### config.mk
export PLATFORM = sky130hd
export DESIGN_NAME = rs_cluster
export DESIGN_NICKNAME = d
export VERILOG_FILES = /design/src/rtl/rs_pkg.sv /design/src/rtl/rs_pick.sv /design/src/rtl/rs_cdb_arb.sv /design/src/rtl/rs_regstate.sv /design/src/rtl/rs_cluster.sv
export SDC_FILE = /design/constraint.sdc
export NUM_CORES = 2
export LEC_CHECK = 0
export BUFFER_PORTS_ARGS = -buffer_cell sky130_fd_sc_hd__clkbuf_2
export CORE_MARGIN = 3
export CORE_UTILIZATION = 25
export DETAILED_ROUTE_END_ITERATION = 16
export PLACE_DENSITY_LB_ADDON = 0.12
export REMOVE_ABC_BUFFERS = 1
export SETUP_SLACK_MARGIN = 0.02
export SLEW_MARGIN = 30
export SYNTH_ARGS = -nofsm -noshare
export SYNTH_HDL_FRONTEND = slang
export SYNTH_HIERARCHICAL = 1
export SYNTH_SLANG_ARGS = --single-unit
### constraint.sdc
create_clock -name clk -period 10.6 [get_ports clk]
set_input_delay 1.06 -clock clk [delete_from_list [all_inputs] [get_ports clk]]
set_output_delay 1.06 -clock clk [all_outputs]
set_load 0.01 [all_outputs]
### src/rtl/rs_pkg.sv
package rs_pkg;

    localparam int unsigned DATA_W    = 32;
    localparam int unsigned TAG_W     = 3;
    localparam int unsigned OP_W      = 4;
    localparam int unsigned NUM_UNITS = 4;
    localparam int unsigned UNIT_W    = $clog2(NUM_UNITS);

    // slots per unit: add/sub, multiply, divide, load
    localparam int unsigned SLOTS [NUM_UNITS] = '{2, 1, 1, 1};

    function automatic int unsigned slot_base(input int unsigned u);
        int unsigned acc;
        acc = 0;
        for (int unsigned i = 0; i < NUM_UNITS; i++) begin
            if (i < u) acc += SLOTS[i];
        end
        return acc;
    endfunction

    localparam int unsigned NUM_ST = slot_base(NUM_UNITS);

    typedef struct packed {
        logic              busy;
        logic              sent;
        logic [OP_W-1:0]   op;
        logic [TAG_W-1:0]  qa;
        logic [TAG_W-1:0]  qb;
        logic [DATA_W-1:0] va;
        logic [DATA_W-1:0] vb;
    } slot_t;

endpackage

### src/rtl/rs_pick.sv
module rs_pick #(
    parameter int unsigned N = 2
) (
    input  logic [N-1:0] req,
    output logic [N-1:0] gnt,
    output logic         hit
);

    always_comb begin
        gnt = '0;
        hit = 1'b0;
        for (int i = 0; i < N; i++) begin
            if (req[i] && !hit) begin
                gnt[i] = 1'b1;
                hit    = 1'b1;
            end
        end
    end

endmodule

### src/rtl/rs_cdb_arb.sv
module rs_cdb_arb
    import rs_pkg::*;
(
    input  logic [NUM_UNITS-1:0]        res_valid,
    input  logic [NUM_UNITS*TAG_W-1:0]  res_tag,
    input  logic [NUM_UNITS*DATA_W-1:0] res_data,
    output logic [NUM_UNITS-1:0]        res_grant,
    output logic                        cdb_valid,
    output logic [TAG_W-1:0]            cdb_tag,
    output logic [DATA_W-1:0]           cdb_data
);

    rs_pick #(.N(NUM_UNITS)) u_pick (
        .req (res_valid),
        .gnt (res_grant),
        .hit (cdb_valid)
    );

    always_comb begin
        cdb_tag  = '0;
        cdb_data = '0;
        for (int u = 0; u < NUM_UNITS; u++) begin
            if (res_grant[u]) begin
                cdb_tag  = res_tag[u*TAG_W +: TAG_W];
                cdb_data = res_data[u*DATA_W +: DATA_W];
            end
        end
    end

endmodule

### src/rtl/rs_regstate.sv
module rs_regstate
    import rs_pkg::*;
#(
    parameter  int unsigned NUM_REGS = 16,
    localparam int unsigned REG_W    = $clog2(NUM_REGS)
) (
    input  logic                             clk,
    input  logic                             rst_n,
    input  logic                             ren_en,
    input  logic [REG_W-1:0]                 ren_reg,
    input  logic [TAG_W-1:0]                 ren_tag,
    input  logic                             bc_hit,
    input  logic [TAG_W-1:0]                 bc_tag,
    input  logic [DATA_W-1:0]                bc_data,
    input  logic [REG_W-1:0]                 src1,
    input  logic [REG_W-1:0]                 src2,
    output logic [TAG_W-1:0]                 s1_tag,
    output logic [DATA_W-1:0]                s1_val,
    output logic [TAG_W-1:0]                 s2_tag,
    output logic [DATA_W-1:0]                s2_val,
    input  logic [REG_W-1:0]                 rd_addr,
    output logic [TAG_W-1:0]                 rd_tag,
    output logic [DATA_W-1:0]                rd_data,
    output logic [NUM_REGS-1:0][TAG_W-1:0]   tag_all,
    output logic [NUM_REGS-1:0][DATA_W-1:0]  val_all
);

    typedef struct packed {
        logic [NUM_REGS-1:0][TAG_W-1:0]  tag;
        logic [NUM_REGS-1:0][DATA_W-1:0] val;
    } rf_state_t;

    rf_state_t rf_d, rf_q;

    // next state: broadcast commit first, rename overrides the tag
    always_comb begin
        rf_d = rf_q;
        if (bc_hit) begin
            for (int r = 0; r < NUM_REGS; r++) begin
                if (rf_q.tag[r] == bc_tag) begin
                    rf_d.val[r] = bc_data;
                    rf_d.tag[r] = '0;
                end
            end
        end
        if (ren_en) rf_d.tag[ren_reg] = ren_tag;
    end

    // source lookup with same-cycle broadcast bypass
    always_comb begin
        s1_tag = rf_q.tag[src1];
        s1_val = rf_q.val[src1];
        if (s1_tag != '0) begin
            if (bc_hit && bc_tag == s1_tag) begin
                s1_tag = '0;
                s1_val = bc_data;
            end else begin
                s1_val = '0;
            end
        end
        s2_tag = rf_q.tag[src2];
        s2_val = rf_q.val[src2];
        if (s2_tag != '0) begin
            if (bc_hit && bc_tag == s2_tag) begin
                s2_tag = '0;
                s2_val = bc_data;
            end else begin
                s2_val = '0;
            end
        end
    end

    assign rd_tag  = rf_q.tag[rd_addr];
    assign rd_data = rf_q.val[rd_addr];
    assign tag_all = rf_q.tag;
    assign val_all = rf_q.val;

    always_ff @(posedge clk) begin
        if (!rst_n) rf_q <= '0;
        else        rf_q <= rf_d;
    end

endmodule

### src/rtl/rs_cluster.sv
module rs_cluster
    import rs_pkg::*;
#(
    parameter  int unsigned NUM_REGS = 16,
    localparam int unsigned REG_W    = $clog2(NUM_REGS)
) (
    input  logic                        clk,
    input  logic                        rst_n,
    input  logic                        iss_valid,
    input  logic [UNIT_W-1:0]           iss_unit,
    input  logic [OP_W-1:0]             iss_op,
    input  logic [REG_W-1:0]            iss_dst,
    input  logic [REG_W-1:0]            iss_src1,
    input  logic [REG_W-1:0]            iss_src2,
    output logic                        iss_stall,
    output logic [TAG_W-1:0]            iss_tag,
    input  logic [NUM_UNITS-1:0]        unit_ready,
    output logic [NUM_UNITS-1:0]        dsp_valid,
    output logic [NUM_UNITS*TAG_W-1:0]  dsp_tag,
    output logic [NUM_UNITS*OP_W-1:0]   dsp_op,
    output logic [NUM_UNITS*DATA_W-1:0] dsp_opa,
    output logic [NUM_UNITS*DATA_W-1:0] dsp_opb,
    input  logic [NUM_UNITS-1:0]        res_valid,
    input  logic [NUM_UNITS*TAG_W-1:0]  res_tag,
    input  logic [NUM_UNITS*DATA_W-1:0] res_data,
    output logic [NUM_UNITS-1:0]        res_grant,
    output logic                        cdb_valid,
    output logic [TAG_W-1:0]            cdb_tag,
    output logic [DATA_W-1:0]           cdb_data,
    input  logic [REG_W-1:0]            rd_addr,
    output logic [DATA_W-1:0]           rd_data,
    output logic [TAG_W-1:0]            rd_tag
);

    typedef struct packed {
        slot_t [NUM_ST-1:0] st;
    } cl_state_t;

    cl_state_t s_d, s_q;

    logic [NUM_UNITS-1:0][NUM_ST-1:0] free_oh;
    logic [NUM_UNITS-1:0][NUM_ST-1:0] disp_oh;
    logic [NUM_UNITS-1:0]             free_any;
    logic [NUM_ST-1:0]                alloc_oh;
    logic [NUM_ST-1:0]                disp_any;
    logic [NUM_ST-1:0]                st_busy;
    logic                             iss_fire;
    logic                             bc_hit;
    logic [TAG_W-1:0]                 s1_tag, s2_tag;
    logic [DATA_W-1:0]                s1_val, s2_val;
    logic [NUM_REGS-1:0][TAG_W-1:0]   rf_tag;
    logic [NUM_REGS-1:0][DATA_W-1:0]  rf_val;

    // ---------------- broadcast bus ----------------
    rs_cdb_arb u_arb (
        .res_valid (res_valid),
        .res_tag   (res_tag),
        .res_data  (res_data),
        .res_grant (res_grant),
        .cdb_valid (cdb_valid),
        .cdb_tag   (cdb_tag),
        .cdb_data  (cdb_data)
    );

    assign bc_hit = cdb_valid && (cdb_tag != '0);

    // ---------------- per-unit slot selection ----------------
    for (genvar u = 0; u < NUM_UNITS; u++) begin : g_unit
        localparam int unsigned BASE = slot_base(u);
        localparam int unsigned CNT  = SLOTS[u];

        logic [CNT-1:0] free_req, free_gnt, rdy_req, rdy_gnt;
        logic           free_hit, rdy_hit;

        always_comb begin
            for (int i = 0; i < CNT; i++) begin
                free_req[i] = !s_q.st[BASE+i].busy;
                rdy_req[i]  = s_q.st[BASE+i].busy && !s_q.st[BASE+i].sent &&
                              (s_q.st[BASE+i].qa == '0) && (s_q.st[BASE+i].qb == '0);
            end
        end

        rs_pick #(.N(CNT)) u_free (.req(free_req), .gnt(free_gnt), .hit(free_hit));
        rs_pick #(.N(CNT)) u_rdy  (.req(rdy_req),  .gnt(rdy_gnt),  .hit(rdy_hit));

        assign free_oh[u]   = NUM_ST'(free_gnt) << BASE;
        assign free_any[u]  = free_hit;
        assign dsp_valid[u] = unit_ready[u] && rdy_hit;
        assign disp_oh[u]   = dsp_valid[u] ? (NUM_ST'(rdy_gnt) << BASE) : '0;
    end

    // ---------------- issue ----------------
    assign iss_fire  = iss_valid && free_any[iss_unit];
    assign iss_stall = iss_valid && !free_any[iss_unit];
    assign alloc_oh  = iss_fire ? free_oh[iss_unit] : '0;

    always_comb begin
        iss_tag = '0;
        for (int s = 0; s < NUM_ST; s++) begin
            if (alloc_oh[s]) iss_tag = TAG_W'(s + 1);
        end
    end

    rs_regstate #(.NUM_REGS(NUM_REGS)) u_rf (
        .clk     (clk),
        .rst_n   (rst_n),
        .ren_en  (iss_fire),
        .ren_reg (iss_dst),
        .ren_tag (iss_tag),
        .bc_hit  (bc_hit),
        .bc_tag  (cdb_tag),
        .bc_data (cdb_data),
        .src1    (iss_src1),
        .src2    (iss_src2),
        .s1_tag  (s1_tag),
        .s1_val  (s1_val),
        .s2_tag  (s2_tag),
        .s2_val  (s2_val),
        .rd_addr (rd_addr),
        .rd_tag  (rd_tag),
        .rd_data (rd_data),
        .tag_all (rf_tag),
        .val_all (rf_val)
    );

    // ---------------- dispatch outputs ----------------
    always_comb begin
        disp_any = '0;
        dsp_tag  = '0;
        dsp_op   = '0;
        dsp_opa  = '0;
        dsp_opb  = '0;
        for (int u = 0; u < NUM_UNITS; u++) begin
            disp_any = disp_any | disp_oh[u];
            for (int s = 0; s < NUM_ST; s++) begin
                if (disp_oh[u][s]) begin
                    dsp_tag[u*TAG_W +: TAG_W]   = TAG_W'(s + 1);
                    dsp_op[u*OP_W +: OP_W]      = s_q.st[s].op;
                    dsp_opa[u*DATA_W +: DATA_W] = s_q.st[s].va;
                    dsp_opb[u*DATA_W +: DATA_W] = s_q.st[s].vb;
                end
            end
        end
    end

    // ---------------- slot next state ----------------
    always_comb begin
        s_d = s_q;
        for (int s = 0; s < NUM_ST; s++) begin
            st_busy[s] = s_q.st[s].busy;
            if (bc_hit && s_q.st[s].busy) begin
                if (s_q.st[s].qa == cdb_tag) begin
                    s_d.st[s].qa = '0;
                    s_d.st[s].va = cdb_data;
                end
                if (s_q.st[s].qb == cdb_tag) begin
                    s_d.st[s].qb = '0;
                    s_d.st[s].vb = cdb_data;
                end
            end
            if (disp_any[s]) s_d.st[s].sent = 1'b1;
            if (bc_hit && cdb_tag == TAG_W'(s + 1)) begin
                s_d.st[s].busy = 1'b0;
                s_d.st[s].sent = 1'b0;
            end
            if (alloc_oh[s]) begin
                s_d.st[s].busy = 1'b1;
                s_d.st[s].sent = 1'b0;
                s_d.st[s].op   = iss_op;
                s_d.st[s].qa   = s1_tag;
                s_d.st[s].va   = s1_val;
                s_d.st[s].qb   = s2_tag;
                s_d.st[s].vb   = s2_val;
            end
        end
    end

    always_ff @(posedge clk) begin
        if (!rst_n) s_q <= '0;
        else        s_q <= s_d;
    end

endmodule

==> impl_metrics.tcl <==
set metrics [dict create \
    grt_pass1_vias 44300 \
    leakage_uw 0.0243 \
    start_util_pct 25.2 \
    grt.overflow.total 0 \
    grt_usage_pct 21.5 \
    critPathMaxFanout 42 \
    first_pass_iters 5 \
    worstHoldPathType "reg2reg" \
    ys.warnings.count 6 \
    finalMaxSlewViolations 0 \
    worstPathRequired_ns 9.54 \
    drt-total-wl_um 257000 \
    core-area_um2 223000 \
    crit_type "reg2out" \
    synth_top_area_share_pct 33.5 \
    netlist_area_um2 56200 \
    critPathArrivalTime_ns 4.94 \
    route.detailed.drc 0 \
    ios 540 \
    startpoint_type "flip-flop" \
    met2_length_um 119000 \
    timing.fmax_ghz 0.167 \
    finClkSkew_ns 0.0340 \
    postLayoutCellArea_um2 65300 \
    area_growth_pct 16.3 \
    irDropWorstVdd_mv 0.139 \
    synthArstFlopShare_pct 0 \
    yosys-top-cells-count "dfxtp_1, mux2i_1, a21oi_1" \
    htreeDepth 3 \
    clk_pin_slew_worst_paths_ns 0.06 \
    yosysUniqueCellTypes 67 \
    cts_setup_buffers 0 \
    max_slew_margin_pct 28.9 \
    finalNonFillerCells 8720 \
    antenna_left 0 \
    setup_tns_ns 0 \
    dpl.cell_count 8495 \
    dieArea_um2 230000 \
    powerDensity_nw_per_um2 155 \
    layout.nets 5816 \
    vias_per_cell 5.24 \
    yosys.area.top_type "dfxtp_1" \
    antenna_found_initial 12 \
    grt_max_degree 206 \
    drive_gt1_share_pct 26.4 \
    met3_length_um 13500 \
    dp.final_hpwl_um 163000 \
    synthFlopType "dfxtp_1" \
    cts_resized 0 \
    die_h_um 480 \
    tightestPinTransition_ns 1.07 \
    cts_hold_buffers 0 \
    gp_congestion 0.842 \
    hold_slack_ns 0.449 \
    worst_path_largest_cell_delay_ns 0.78 \
    fillCellCount 23100 \
    wire_per_inst_um 29.5 \
    syn_area_per_cell_um2 10.2 \
    period_share_pct 56.6 \
    cts_made_buffers 118 \
    cts_sinks 940 \
    insertion_delay_ns 0.77 \
    fp-row-count 173 \
    grt_first_pass_wirelength_um 360000 \
    status "complete, no violations" \
    synth-edff-count 0 \
    vias 45700 \
    rsz0062_at_grt "false" \
    crit_chain "or4_1 -> nor4b_1 -> or2_1 -> and2_1 -> nand2_1 -> nor2_4 -> buf_4 -> a22o_1 -> clkbuf_2" \
    synth.yosys.seq_area_share_pct 33.5 \
    synth-seq-cells 940 \
    endpoint_kind "output pin" \
    crit_slowest_cell "nor2_4" \
    cts_tree "built" \
    cap_violations 0 \
    die_x_um 480 \
    hold_viol 0 \
    synth_cells 5502 \
    yosysMostFrequentCell "dfxtp_1" \
    cts-root-buf "clkbuf_16" \
    place_area_um2 61300 \
    clock_path_buffers 3 \
    worst-r2r-setup-slack_ns 6.81 \
    drtIter0Drc 3857 \
    drt-met1-wl_um 119000 \
    numPortBuffers 534 \
    synth_area_leaders "dfxtp_1, mux4_2, mux2i_1" \
    min_period_ns 6.00 \
    final-setup-viol-count 0 \
    top_layer "met4" \
]
[cell families after synthesis]
kind of cell,synth area share [%]
and+or+nand+nor,13.0
AOI/OAI and AO/OA,13.8
muxes,32.4
DFF,33.5
buffers and inverters,6.00
xor gates and xnor gates,1.23
other,0.00668
[metrics by stage]
step / utilization (%) / setup WS [ns] / total power, uW
finish: 29.3 / 4.60 / 10100
global route: 29.3 / 4.36 / 10500
CTS: 29.3 / 4.58 / 10300
detailed placement: 27.5 / 3.95 / 6030
global placement: 27.5 / 4.06 / 6010
floorplan: - / 1.35 / 5090
[flip-flops by register name, indices dropped and copies added, names as in the netlist]
signal and cells:
u_rf/tag_all 48, s_q 380, u_rf/val_all 512
[worst paths after layout]
| check | startpoint | to | depth (start not counted) |
|---|---|---|---|
| setup reg to reg | u_rf/tag_all[6]$_SDFF_PN0_ | s_q[203]$_SDFFE_PN0P_ | 9 |
| hold reg to reg | s_q[170]$_SDFFE_PN0P_ | s_q[170]$_SDFFE_PN0P_ | 2 |
| hold / removal | s_q[170]$_SDFFE_PN0P_ | s_q[170]$_SDFFE_PN0P_ | 2 |
| setup / recovery | s_q[64]$_SDFFE_PN0P_ | dsp_opa[27] | 9 |
[power breakdown]
part	internal [uW]	switching, uW
Clock	2430	1750
Combinational	782	1280
Sequential	3730	161
[cell type report]
| cell class | count | area [um^2] | area share, % |
|---|---|---|---|
| multi-input cells | 3833 | 34600 | 53.0 |
| clock inverters | 46 | 561 | 0.859 |
| clock buffers | 172 | 3360 | 5.14 |
| diodes | 4 | 10.0 | 0.0153 |
| inverters | 77 | 289 | 0.443 |
| well taps | 2975 | 3720 | 5.70 |
| flip-flops and latches | 940 | 18800 | 28.8 |
| repair buffers | 673 | 3950 | 6.05 |
[worst max-delay path, delay by kind of cell, from the launching register on]
family | cells | cell delay [ns]
AND/OR/NAND/NOR | 6 | 2.42
AO/OA/AOI/OAI | 1 | 0.44
flip-flops | 1 | 0.33
buffers and inverters | 2 | 0.91
[per-layer routing]
layer	track usage, %	up-vias
met1	30.5	23700
li1	-	20400
met5	0	-
met4	5.43	0
met3	2.88	244
met2	34.4	1409
[layout by cell type, fill, tap and decap left out, drive strengths merged, types with 11 or more instances in the layout]
cell type,instances
o22ai,99
o21ai,176
nor3,12
nand2b,11
o31ai,162
mux2i,663
nand3,76
xor2,32
a22o,71
a21boi,123
mux4,511
clkinv,31
dfxtp,940
and2,219
clkbuf,695
xnor2,47
nand4,12
inv,81
nor2,29
nor2b,496
or4,14
buf,150
nand2,443
a21oi,516
a22oi,36
No activity file was read; power rests on OpenSTA's default activity.
